**config.mk**
```make
export PLATFORM = sky130hd
export DESIGN_NAME = bustrx_ctrl
export DESIGN_NICKNAME = d
export VERILOG_FILES = /design/src/rtl/bustrx_pkg.sv /design/src/rtl/bustrx_sync.sv /design/src/rtl/bustrx_wake_filt.sv /design/src/rtl/bustrx_ctrl.sv
export SDC_FILE = /design/constraint.sdc
export NUM_CORES = 1
export LEC_CHECK = 0
export ABC_AREA = 1
export ABC_CLOCK_PERIOD_IN_PS = 1350
export BUFFER_PORTS_ARGS = -buffer_cell sky130_fd_sc_hd__buf_2
export CAP_MARGIN = 20
export CORE_AREA = 2 2 45 47
export CTS_CLUSTER_DIAMETER = 80
export DETAILED_ROUTE_END_ITERATION = 16
export DIE_AREA = 0 0 47 49
export GPL_ROUTABILITY_DRIVEN = 1
export PLACE_DENSITY = 0.69
export SYNTH_ARGS = -nofsm -noshare
export SYNTH_HDL_FRONTEND = slang
export SYNTH_SLANG_ARGS = --single-unit
```
**constraint.sdc**
```tcl
create_clock -name clk -period 1.35 [get_ports clk]
set_input_delay 0.2025 -clock clk [delete_from_list [all_inputs] [get_ports clk]]
set_output_delay 0.2025 -clock clk [all_outputs]
set_load 0.03 [all_outputs]
```
**src/rtl/bustrx_pkg.sv**
```systemverilog
package bustrx_pkg;

   // wake detector states (sleep mode only)
   typedef enum logic [1:0] {
      WK_IDLE   = 2'd0,
      WK_PEND   = 2'd1,
      WK_ACTIVE = 2'd2,
      WK_REL    = 2'd3
   } wake_st_t;

   // synchronised pin bundle
   typedef struct packed {
      logic stb;
      logic txd;
      logic dom;
   } pin_vec_t;

   // reset: sleep mode, recessive transmit, recessive bus
   localparam pin_vec_t PIN_RST = '{stb: 1'b1, txd: 1'b1, dom: 1'b0};

endpackage

```
**src/rtl/bustrx_sync.sv**
```systemverilog
module bustrx_sync #(
   parameter int              W       = 3,
   parameter int              STAGES  = 2,
   parameter logic [W-1:0]    RST_VAL = '0
) (
   input  logic         clk,
   input  logic         rst_n,
   input  logic [W-1:0] d,
   output logic [W-1:0] q
);

   logic [W-1:0] stg [STAGES];

   always_ff @(posedge clk) begin
      if (!rst_n) begin
         for (int i = 0; i < STAGES; i++) stg[i] <= RST_VAL;
      end else begin
         stg[0] <= d;
         for (int i = 1; i < STAGES; i++) stg[i] <= stg[i-1];
      end
   end

   assign q = stg[STAGES-1];

endmodule

```
**src/rtl/bustrx_wake_filt.sv**
```systemverilog
module bustrx_wake_filt
   import bustrx_pkg::*;
#(
   parameter int FILT_CYC   = 40,
   parameter int ASSERT_DLY = 16,
   parameter int REL_DLY    = 16
) (
   input  logic clk,
   input  logic rst_n,
   input  logic en,      // sleep mode
   input  logic dom,     // synchronised bus dominant
   output logic wake_o   // wake indication active
);

   localparam int DMAX = (ASSERT_DLY > REL_DLY) ? ASSERT_DLY : REL_DLY;
   localparam int FW   = $clog2(FILT_CYC + 1);
   localparam int DW   = (DMAX < 2) ? 1 : $clog2(DMAX + 1);
   localparam logic [FW-1:0] F_LIM = FW'(FILT_CYC);
   localparam logic [DW-1:0] A_LIM = DW'(ASSERT_DLY - 1);
   localparam logic [DW-1:0] R_LIM = DW'(REL_DLY - 1);

   wake_st_t      st_q;
   logic [FW-1:0] fcnt_q;
   logic [DW-1:0] dcnt_q;

   always_ff @(posedge clk) begin
      if (!rst_n || !en) begin
         st_q   <= WK_IDLE;
         fcnt_q <= '0;
         dcnt_q <= '0;
      end else begin
         unique case (st_q)
            WK_IDLE: begin
               if (!dom) begin
                  fcnt_q <= '0;
               end else if (fcnt_q == F_LIM) begin
                  st_q   <= WK_PEND;
                  fcnt_q <= '0;
                  dcnt_q <= '0;
               end else begin
                  fcnt_q <= fcnt_q + 1'b1;
               end
            end
            WK_PEND: begin
               if (dcnt_q == A_LIM) begin
                  st_q   <= WK_ACTIVE;
                  dcnt_q <= '0;
               end else begin
                  dcnt_q <= dcnt_q + 1'b1;
               end
            end
            WK_ACTIVE: begin
               if (!dom) begin
                  st_q   <= WK_REL;
                  dcnt_q <= '0;
               end
            end
            WK_REL: begin
               if (dom) begin
                  st_q   <= WK_ACTIVE;
                  dcnt_q <= '0;
               end else if (dcnt_q == R_LIM) begin
                  st_q   <= WK_IDLE;
                  dcnt_q <= '0;
               end else begin
                  dcnt_q <= dcnt_q + 1'b1;
               end
            end
            default: st_q <= WK_IDLE;
         endcase
      end
   end

   assign wake_o = (st_q == WK_ACTIVE) || (st_q == WK_REL);

endmodule

```
**src/rtl/bustrx_ctrl.sv**
```systemverilog
module bustrx_ctrl
   import bustrx_pkg::*;
#(
   parameter int SYNC_STAGES = 2,
   parameter int FILT_CYC    = 40,
   parameter int ASSERT_DLY  = 16,
   parameter int REL_DLY     = 16
) (
   input  logic clk,
   input  logic rst_n,
   input  logic stb_i,
   input  logic txd_i,
   input  logic bus_dom_i,
   output logic drv_en_o,
   output logic rx_en_o,
   output logic rxd_o
);

   if (SYNC_STAGES < 2) begin : g_bad_sync
      $error("SYNC_STAGES must be at least 2");
   end
   if (FILT_CYC < 1 || ASSERT_DLY < 1 || REL_DLY < 1) begin : g_bad_tim
      $error("FILT_CYC, ASSERT_DLY and REL_DLY must be at least 1");
   end

   pin_vec_t pin_raw, pin_s;
   logic     stb_s, txd_s, dom_s;
   logic     wake;

   assign pin_raw = '{stb: stb_i, txd: txd_i, dom: bus_dom_i};

   bustrx_sync #(
      .W       ($bits(pin_vec_t)),
      .STAGES  (SYNC_STAGES),
      .RST_VAL (PIN_RST)
   ) u_sync (
      .clk   (clk),
      .rst_n (rst_n),
      .d     (pin_raw),
      .q     (pin_s)
   );

   assign stb_s = pin_s.stb;
   assign txd_s = pin_s.txd;
   assign dom_s = pin_s.dom;

   bustrx_wake_filt #(
      .FILT_CYC   (FILT_CYC),
      .ASSERT_DLY (ASSERT_DLY),
      .REL_DLY    (REL_DLY)
   ) u_wake (
      .clk    (clk),
      .rst_n  (rst_n),
      .en     (stb_s),
      .dom    (dom_s),
      .wake_o (wake)
   );

   always_ff @(posedge clk) begin
      if (!rst_n) begin
         drv_en_o <= 1'b0;
         rx_en_o  <= 1'b0;
         rxd_o    <= 1'b1;
      end else begin
         drv_en_o <= !stb_s && !txd_s;
         rx_en_o  <= !stb_s;
         rxd_o    <= stb_s ? !wake : !dom_s;
      end
   end

endmodule

```
-- Yosys cells after proc, flatten, opt, wreduce, memory -nomap -nowiden
Memories as Yosys holds them, arrays and structs flattened.
Cells that the tools add are included.
- bitwise gates (word level): 2
- eq/ne operators: 10
- muxes and demuxes: 20
- add/subtract/negate cells: 2
- reduce and logical (&&, ||, !) cells: 11
- operators by type and width (kind ; count):
    two-way mux 5 bit ; 5
    one-hot mux 5 bit (4 select lines) ; 1
    two-way mux 2 bit ; 6
    two-way mux 6 bit ; 2
    one-hot mux 2 bit (4 select lines) ; 1
    adder 6 x 1 -> 6 bit (second input constant) ; 1
    == test 6 bit (second input constant) ; 1
    two-way mux 3 bit ; 2
    adder 5 x 1 -> 5 bit (second input constant) ; 1
    == test 5 x 4 -> 1 bit (second input constant) ; 1
    logical NOT 1 bit ; 5
    AND reduction 5 bit ; 1
    == test 2 bit (second input constant) ; 2
    inequality test 2 x 1 -> 1 bit (second input constant) ; 2
    inequality test 2 bit (second input constant) ; 2
    two-way mux 1 bit ; 3
    inequality test 3 x 2 -> 1 bit (second input constant) ; 1
    AND reduction 3 bit ; 1
    == test 2 x 1 -> 1 bit (second input constant) ; 1
    logical NOT 2 bit ; 1
    logical OR 1 bit ; 2
    OR 1 bit ; 2
    logical AND 1 bit ; 1
- output and inout port bits: 3
- memories: 1
- bits of input ports: 5
- memory bits (writable): 6
- flip-flop bits (word level): 16
- word-level logic and storage cells: 52
- memory list (name ; depth ; bits a word ; rd ports ; clocked after Yosys merged registers in ; write ports ; RTL line ; RTL):
    u_sync.stg ; 2 ; 3 ; 2 ; 0 ; 2 ; bustrx_sync.sv:12 ; logic [W-1:0] stg [STAGES];

-- Longest topological paths before layout
Gate-level depths: netlist of run 1.
- word-level depth: 4
- gate-level depth with buffers: 9
- mapped depth without buffers: 9

-- Cells and area by module
From an unflattened synthesis of run 1, not the netlist that was laid out.
- cells, all modules: 136
- area, all modules: 1008.5 um2
- modules (own cells, without submodules) (module ; instances ; sequential area each (um2) ; area each (um2) ; cells an instance):
    bustrx_wake_filt ; 1 ; 260.2 ; 724.4 ; 103
    bustrx_sync ; 1 ; 120.1 ; 187.7 ; 21
    bustrx_ctrl ; 1 ; 60.1 ; 96.3 ; 12

-- Least setup slack after synthesis of run 1
OpenSTA, ideal clock, no wires.
- kind: flip-flop to flip-flop
- from: reg u_wake.fcnt_q[0]
- to: reg u_wake.st_q[1]
- arrival: 1.055 ns
- data required time: 1.235 ns
- setup time: 0.115 ns
- buffers on the path: 0
- stages on the path, launching flop included: 10
- setup slack: 0.180 ns
- path through: dfxtp_1 inv_1 ha_1 nand3_2 nor2_4 nand2_2 nand2_4 nand3_1 nand2_1 nor2_1
- word-level cells in the longest chain between the ends: 3
- RTL lines (what ; RTL line ; RTL):
    start: declaration ; bustrx_wake_filt.sv:23 ; logic [FW-1:0] fcnt_q;
    start signal: assignment ; bustrx_wake_filt.sv:41 ; fcnt_q <= fcnt_q + 1'b1;
    == test 6 bit ; bustrx_wake_filt.sv:36 ; end else if (fcnt_q == F_LIM) begin
    inequality test 2 x 1 -> 1 bit (no line) ; - ;
    AND reduction 5 bit (no line) ; - ;
    end signal: assignment ; bustrx_wake_filt.sv:37 ; st_q <= WK_PEND;
    end signal: assignment ; bustrx_wake_filt.sv:46 ; st_q <= WK_ACTIVE;
    end signal: assignment ; bustrx_wake_filt.sv:54 ; st_q <= WK_REL;
    end: declaration ; bustrx_wake_filt.sv:22 ; wake_st_t st_q;
No other way between the ends.
A chain may end at the register's enable or synchronous reset.

-- Worst setup path in the final report of run 1
- from: reg u_wake.fcnt_q[0]
- to: reg u_wake.fcnt_q[2]
- word-level cells in the longest chain between the ends: 3
- RTL lines (what ; RTL line ; RTL):
    adder 6 x 1 -> 6 bit or == test 6 bit (tied branches) ; bustrx_wake_filt.sv:41, bustrx_wake_filt.sv:36 ;
    two-way mux 6 bit * ; bustrx_wake_filt.sv:36 ;
    two-way mux 6 bit * ; bustrx_wake_filt.sv:34 ; if (!dom) begin
Every way passes the cells marked *; elsewhere a longest branch is shown, timed or not.

==> results.json, run 1 <==
{
  "worstHoldPathCells": 2,
  "port_buffers": 7,
  "cp.depth": 7,
  "clk_path_buf_depth": 2,
  "drtIter0Drc": 8,
  "syn_inst": 117,
  "ys_seq_area_share_pct": 46.7,
  "synth_most_common_cell": "nand2_1",
  "routabilityCongestion": 0.802,
  "antenna_found_initial": 0,
  "report.final.slew_viol_count": 0,
  "grt.overflow.total": 0,
  "cts.htree.levels": 1,
  "critical-path-slowest-cell": "dfxtp_2",
  "synthArstFlopShare_pct": 0,
  "wirelength_um": 1630,
  "dieArea_um2": 2300,
  "area.growth.synth_to_final_pct": 12.0,
  "min_from": "stb_i",
  "viasPerCell": 4.94,
  "hold_viol": 0,
  "crit_type": "reg -> reg",
  "syn_avg_cell_area_um2": 8.05,
  "maxCapViolCount": 0,
  "numCtsBuffers": 3,
  "multiInputGateArea_um2": 458,
  "synthFlopType": "dfxtp_1",
  "worstSetupEndpointType": "flop",
  "n_fill_cell": 183,
  "grt_max_degree": 12,
  "fin_crit_sh_pct": 94.5,
  "preCtsSetupSlack_ps": 114,
  "syn_area_um2": 942,
  "grt_pass1_vias": 690,
  "vias": 766,
  "synth.top_cell.area_share_pct": 46.7,
  "cts_tree": "built",
  "clock.fmax_mhz": 784,
  "cts_root_buf": "clkbuf_4",
  "ys_seq_elements": 22,
  "wl_per_cell_um": 10.5,
  "synth_edf_count": 0,
  "core_um2": 1840,
  "ant_nets": 0,
  "ff2ff_path_depth": 7,
  "status": "complete, no violations",
  "hp-class": "in -> reg",
  "cts.sinks": 22,
  "die_height_um": 49,
  "yosys-top-cells-area": "dfxtp_1, nand2_1, a21oi_1",
  "timing.hold.ws_ps": 75.5,
  "final_area_um2": 1050,
  "worst_pin_slew_ps": 311,
  "fin_util_pct": 57.3,
  "n_antenna_cell": 0,
  "leakagePower_uw": 0.000401,
  "grt_pass1_wl_um": 2680,
  "clk_pin_slew_ps": 100,
  "initial_core_util_pct": 51.2,
  "crit_chain": "inv_2 -> ha_2 -> nand3_2 -> nor2_4 -> nor3_4 -> nand2_1 -> a21oi_2",
  "fin_ws_ps": 74.0,
  "cellPowerDensity_nw_per_um2": 943,
  "min_period_ps": 1280,
  "worstPathMaxFanout": 5,
  "drcViolationCount": 0,
  "slew_headroom_pct": 79.2,
  "yosysTopAreaCell": "dfxtp_1",
  "ys_warn_count": 0,
  "nNetsFinal": 138,
  "ys_types": 22,
  "syn-num-nets": 125,
  "finalSetupViolCount": 0,
  "place_area_um2": 1020,
  "cts_setup_buffers": 0,
  "chipWidth_um": 47,
  "clock_skew_ps": 3.80,
  "cp.arrival_ps": 1520,
  "dr.pass1.iters": 4,
  "critPathLaunch": "u_wake.fcnt_q[0]",
  "num_rows": 16,
  "critPathLaunchType": "flop",
  "grt_use_total_pct": 15.7,
  "rsz0062_at_grt": "true",
  "required_ps": 1590,
  "dp.final_hpwl_um": 1140,
  "crit_buf_inv": 1,
  "timing.rr.start": "u_wake.fcnt_q[0]",
  "max_stage_delay_ps": 370,
  "drive_gt1_share_pct": 28.1,
  "crit_family": "simple AND/OR/NAND/NOR gates",
  "synth_commonest_cells": "nand2_1, dfxtp_1, a21oi_1, nor2_1",
  "io_pins": 8,
  "vdd_ir_drop_max_mv": 0.625,
  "clkLatencyLatePin_ps": 300,
  "register_area_um2": 445
}
## final cells by class
type	instances	share of cell area (%)
tap	27	3.20
inverter	14	4.98
clock buffer	3	2.14
sequential	22	42.2
multi-input combinational	81	43.4
timing repair buffer	8	4.03
## sequential cells by signal, summed over array words and instances, names as in the netlist
signal         flops
u_sync.stg         6
rx_en_o            1
u_wake.fcnt_q      6
u_wake.st_q        2
drv_en_o           1
u_wake.dcnt_q      5
rxd_o              1
## metal layers
layer	track usage, %	wire, um	vias up
li1	-	-	394
met1	19.4	746	359
met2	24.9	812	8
met3	3.70	34	5
met4	7.41	31	0
met5	0	0	-
## path summary, 6_finish.rpt
check	to	slack (ps)
max	u_wake.fcnt_q[2]	70
min	u_sync.stg[0][2]	80
max reg2reg	u_wake.fcnt_q[2]	70
min reg2reg	drv_en_o	400
## where the power goes
group | internal (uW) | leakage, uW | switching [uW]
clock | 104 | 0.0000138 | 177
combinational | 18.6 | 0.000206 | 29.0
sequential | 660 | 0.000181 | 5.78
## repair_timing
action	4_1_cts	5_1_grt
resized for setup	0	9
hold buffers	0	0
setup endpoints to repair	0	6
## per-stage QoR
stage	setup TNS, ps	total power [uW]	std cells
3_5_place_dp	0	728	152
3_3_place_gp	0	726	152
4_1_cts	0	1000	155
2_1_floorplan	0	709	117
6_report	0	994	155
5_1_grt	-69.6	1050	155
## cell families after synthesis
| family | after synthesis | synth area share, % |
|---|---|---|
| AND/OR/NAND/NOR | 57 | 29.9 |
| adder cells (fa/ha/maj) | 3 | 3.98 |
| buffers and inverters | 14 | 5.58 |
| flip-flops | 22 | 46.7 |
| XOR/XNOR | 3 | 2.79 |
| AO/OA/AOI/OAI | 18 | 11.0 |
## worst reg2reg max path, stage by stage, from the launching register on
cell and delay (ps):
dfxtp_2 370, inv_2 40, ha_2 180, nand3_2 70
nor2_4 50, nor3_4 260, nand2_1 110, a21oi_2 130
## placed cells by master, fill, tap and decap left out
cell       n
buf_4      1
nor2_1     9
a21oi_2    3
nand3_2    1
nand2_1   28
o21ai_0    3
nor3_4     1
inv_1      5
a22oi_1    1
buf_2      7
clkbuf_4   3
nand2_4    2
dfxtp_1   18
nand2_2    1
nand3_1    7
a21oi_1   10
dfxtp_2    4
ha_2       2
xor2_1     2
o21ai_2    1
or2_1      4
inv_2      9
nor2_4     1
ha_1       1
nor3_1     2
xnor2_1    1
nand4_1    1
Power figures use the tool's default switching activity.
==> run 2: changes to the inputs <==
--- a/config.mk
+++ b/config.mk
@@ -6,7 +6,7 @@
 export NUM_CORES = 1
 export LEC_CHECK = 0
 export ABC_AREA = 1
-export ABC_CLOCK_PERIOD_IN_PS = 1350
+export ABC_CLOCK_PERIOD_IN_PS = 1400
 export BUFFER_PORTS_ARGS = -buffer_cell sky130_fd_sc_hd__buf_2
 export CAP_MARGIN = 20
 export CORE_AREA = 2 2 45 47
==> constraint.sdc (replaced) <==
create_clock -name clk -period 1.4 [get_ports clk]
set_input_delay 0.21 -clock clk [delete_from_list [all_inputs] [get_ports clk]]
set_output_delay 0.21 -clock clk [all_outputs]
set_load 0.03 [all_outputs]
==> results.json, run 2 (same netlist as run 1, synthesis figures left out) <==
{
  "clock.fmax_mhz": 759,
  "n_fill_cell": 167,
  "vias": 780,
  "dp.final_hpwl_um": 1140,
  "required_ps": 1640,
  "dieArea_um2": 2300,
  "cellPowerDensity_nw_per_um2": 888,
  "viasPerCell": 4.97,
  "wirelength_um": 1690,
  "final_common_cell": "nand2_1",
  "cts_root_buf": "clkbuf_4",
  "routabilityCongestion": 0.824,
  "fin_crit_sh_pct": 94.1,
  "die_height_um": 49,
  "clk_path_buf_depth": 2,
  "reg2reg_slack_ps": 80,
  "final_cell_mix": "nand2_1, dfxtp_1, a21oi_1, nor2_1, inv_2",
  "grt_pass1_wl_um": 2750,
  "clk_pin_slew_ps": 110,
  "io_pins": 8,
  "reg.largest.list": "u_sync.stg x6, u_wake.fcnt_q x6, u_wake.dcnt_q x5",
  "worstSetupEndpointType": "flop",
  "initial_core_util_pct": 51.2,
  "antenna_found_initial": 0,
  "numCtsBuffers": 3,
  "timing.hold.ws_ps": 79.8,
  "clkLatencyLatePin_ps": 300,
  "crit_family": "flip-flops",
  "multiInputGateArea_um2": 472,
  "worstPathMaxFanout": 4,
  "critPathLaunchType": "flop",
  "critical-path-slowest-cell": "dfxtp_2",
  "worst_pin_slew_ps": 305,
  "crit_buf_inv": 1,
  "wl_per_cell_um": 10.8,
  "grt_use_total_pct": 16.4,
  "register_area_um2": 445,
  "drive_gt1_share_pct": 30.0,
  "cts.hold.buffers_added": 0,
  "grt_max_degree": 12,
  "drtIter0Drc": 14,
  "core_um2": 1840,
  "power_uw": 962,
  "hold_viol": 0,
  "dr.pass1.iters": 4,
  "drcViolationCount": 0,
  "grt_pass1_vias": 665,
  "critPathLaunch": "u_wake.dcnt_q[0]",
  "cts.htree.levels": 1,
  "cp.arrival_ps": 1560,
  "timing.rr.start": "u_wake.dcnt_q[0]",
  "grt.overflow.total": 0,
  "port_buffers": 7,
  "ant_nets": 0,
  "vdd_ir_drop_max_mv": 0.716,
  "nNetsFinal": 140,
  "num_rows": 16,
  "hp-class": "in -> reg",
  "status": "complete, no violations",
  "report.final.slew_viol_count": 0,
  "crit_chain": "ha_2 -> nand3_2 -> o21ai_2 -> buf_4 -> a21oi_1 -> nor2_1",
  "slew_headroom_pct": 79.6,
  "chipWidth_um": 47,
  "maxCapViolCount": 0,
  "n_antenna_cell": 0,
  "min_period_ps": 1320,
  "cts_tree": "built",
  "clock_skew_ps": 4.75,
  "max_stage_delay_ps": 370,
  "crit_type": "reg -> reg",
  "area.growth.synth_to_final_pct": 15.0,
  "cts.sinks": 22,
  "leakagePower_uw": 0.000425,
  "finalSetupViolCount": 0,
  "min_from": "txd_i"
}
run 2: cell count changes in the layout (fill, tap and decap cells not counted), sizes merged:
cell,before,now
buf,8,10
run 2: power breakdown:
group	switching, uW	internal, uW	leakage (uW)
Clock	173	100	0.0000138
Sequential	5.03	636	0.000181
Combinational	29.4	18.0	0.000231
run 2: per-layer routing:
layer / vias up / part of all wire [%] / GRT usage [%]
li1: 401 / - / -
met1: 357 / 47 / 22.1
met2: 17 / 49 / 24.2
met3: 5 / 3.0 / 4.44
met4: 0 / 1.7 / 6.94
met5: - / 0 / 0
run 2: layout make-up:
| class | count | area share, % |
|---|---|---|
| tap | 27 | 3.12 |
| inverter | 14 | 4.85 |
| clock buffer | 3 | 2.08 |
| sequential | 22 | 41.1 |
| multi-input combinational | 81 | 43.5 |
| timing repair buffer | 10 | 5.31 |
run 2: final timing paths:
| kind | cells after the start | end |
|---|---|---|
| worst max-delay path | 6 | u_wake.st_q[1] |
| worst min-delay path | 2 | u_sync.stg[0][1] |
| worst max register to register | 6 | u_wake.st_q[1] |
| worst min register to register | 1 | drv_en_o |
run 2: per-stage QoR:
stage | cells | utilization (%) | setup slack [ps] | instance area, um2 | TNS (ps)
after floorplan | 117 | - | 230 | 942 | 0
after CTS | 154 | 56.1 | 63.8 | 1030 | 0
after global placement | 151 | 54.9 | 180 | 1010 | 0
after detailed placement | 151 | 54.9 | 106 | 1010 | 0
final | 157 | 58.8 | 82.0 | 1080 | 0
after global routing | 157 | 58.8 | -7.44 | 1080 | -7.44
run 2: repair_timing:
action / in CTS / in global routing
setup endpoints to repair: 0 / 2
resized for setup: 0 / 11
setup buffers: 0 / 3
==> run 3: changes to the inputs <==
--- a/config.mk
+++ b/config.mk
@@ -9,12 +9,12 @@
 export ABC_CLOCK_PERIOD_IN_PS = 1400
 export BUFFER_PORTS_ARGS = -buffer_cell sky130_fd_sc_hd__buf_2
 export CAP_MARGIN = 20
-export CORE_AREA = 2 2 45 47
+export CORE_AREA = 2 2 41 52
 export CTS_CLUSTER_DIAMETER = 80
 export DETAILED_ROUTE_END_ITERATION = 16
-export DIE_AREA = 0 0 47 49
+export DIE_AREA = 0 0 43 54
 export GPL_ROUTABILITY_DRIVEN = 1
-export PLACE_DENSITY = 0.69
+export PLACE_DENSITY = 0.68
 export SYNTH_ARGS = -nofsm -noshare
 export SYNTH_HDL_FRONTEND = slang
 export SYNTH_SLANG_ARGS = --single-unit
==> results.json, run 3 (same netlist as run 1, synthesis figures left out) <==
{
  "place_area_um2": 1010,
  "final_area_um2": 1070,
  "worst_pin_slew_ps": 310,
  "fin_setup_tns_ps": 0,
  "cp.arrival_ps": 1540,
  "preCtsSetupSlack_ps": 127,
  "grt_pass1_vias": 646,
  "min_period_ps": 1280,
  "maxCapViolCount": 0,
  "cts.htree.levels": 1,
  "io_pins": 8,
  "clk_path_buf_depth": 2,
  "final_cell_mix": "nand2_1, dfxtp_1, a21oi_1, nor2_1",
  "drcViolationCount": 0,
  "slew_headroom_pct": 79.3,
  "leakagePower_uw": 0.000417,
  "wirelength_um": 1600,
  "routabilityCongestion": 0.791,
  "nNetsFinal": 138,
  "grt_pass1_wl_um": 2630,
  "critPathLaunchType": "flop",
  "grt_use_total_pct": 15.2,
  "antenna_found_initial": 0,
  "cts_setup_buffers": 0,
  "final_common_cell": "nand2_1",
  "dp.final_hpwl_um": 1150,
  "worstPathMaxFanout": 5,
  "finalSetupViolCount": 0,
  "cts_tree": "built",
  "wl_per_cell_um": 10.7,
  "rsz0062_at_grt": "false",
  "worstSetupEndpointType": "flop",
  "grt.overflow.total": 0,
  "cts_root_buf": "clkbuf_4",
  "required_ps": 1660,
  "reg.largest.list": "u_sync.stg x6, u_wake.fcnt_q x6, u_wake.dcnt_q x5",
  "area.growth.synth_to_final_pct": 13.7,
  "clock_skew_ps": 1.90,
  "num_rows": 18,
  "status": "complete, no violations",
  "n_antenna_cell": 0,
  "viasPerCell": 5.18,
  "drive_gt1_share_pct": 24.8,
  "numCtsBuffers": 3,
  "hp-class": "in -> reg",
  "vdd_ir_drop_max_mv": 0.732,
  "ant_nets": 0,
  "port_buffers": 7,
  "dr.pass1.iters": 4,
  "clkLatencyLatePin_ps": 310,
  "fin_crit_sh_pct": 91.3,
  "drtIter0Drc": 10,
  "clk_pin_slew_ps": 120,
  "dieArea_um2": 2320,
  "vias": 772,
  "cellPowerDensity_nw_per_um2": 1100,
  "die_height_um": 54,
  "core_um2": 1890,
  "cts.sinks": 22,
  "report.final.slew_viol_count": 0,
  "hold_viol": 0,
  "grt_max_degree": 14,
  "fin_ws_ps": 122,
  "chipWidth_um": 43,
  "initial_core_util_pct": 49.8,
  "clock.fmax_mhz": 782,
  "crit_type": "reg -> reg"
}
run 3: changes by cell type in the layout (fill, tap and decap cells not counted), sizes merged:
cell,before,now
buf,10,8
bufinv,0,1
run 3: worst max-delay path: stages (launching register included):
cell and delay [ps]:
dfxtp_2 370, inv_1 60, ha_2 180, nand3_2 70
nor2_4 50, nor3_4 270, nand2_1 100, a21oi_2 130
run 3: layer usage:
metal  wire length (um)  global-route usage, %  share of wire (%)
met1                740                   17.2                 46
met4                 50                   10.6                3.1
met5                  0                      0                  0
met2                769                   26.5                 48
met3                 37                   2.01                2.3
run 3: layout make-up:
type / count / area, um2
Inverter: 14 / 52.6
Sequential cell: 22 / 443
Fill cell: 173 / 821
Tap cell: 20 / 25.0
Timing Repair Buffer: 8 / 42.5
Clock buffer: 3 / 22.5
Multi-Input combinational cell: 81 / 455
Clock inverter: 1 / 30.0
run 3: path summary, 6_finish.rpt:
check / cells after the start / slack, ps / start / end
worst max-delay path: 7 / 120 / u_wake.fcnt_q[0] / u_wake.fcnt_q[5]
worst min-delay path: 3 / 70 / bus_dom_i / u_sync.stg[0][0]
worst max register to register: 7 / 120 / u_wake.fcnt_q[0] / u_wake.fcnt_q[5]
worst min register to register: 1 / 400 / u_sync.stg[0][4] / drv_en_o
run 3: power breakdown:
part | switching, uW | internal [uW] | total, uW
Combinational | 28.5 | 17.8 | 46.3
Clock | 197 | 290 | 487
Sequential | 5.18 | 637 | 642
Total | 231 | 944 | 1170
run 3: repair_timing:
item,4_1_cts,5_1_grt
endpoints found under the hold margin,0,0
resized for setup,0,4
hold buffers,0,0
setup endpoints to repair,0,1
run 3: stage by stage:
step | power [uW] | utilization [%] | std cells | hold WS (ps)
global placement | 701 | 53.4 | 145 | 379
finish | 1170 | 56.6 | 149 | 68.5
CTS | 1180 | 56.2 | 149 | 70.8
floorplan | 684 | - | 117 | 303
global route | 1210 | 56.6 | 149 | 62.4
detailed placement | 702 | 53.4 | 145 | 381
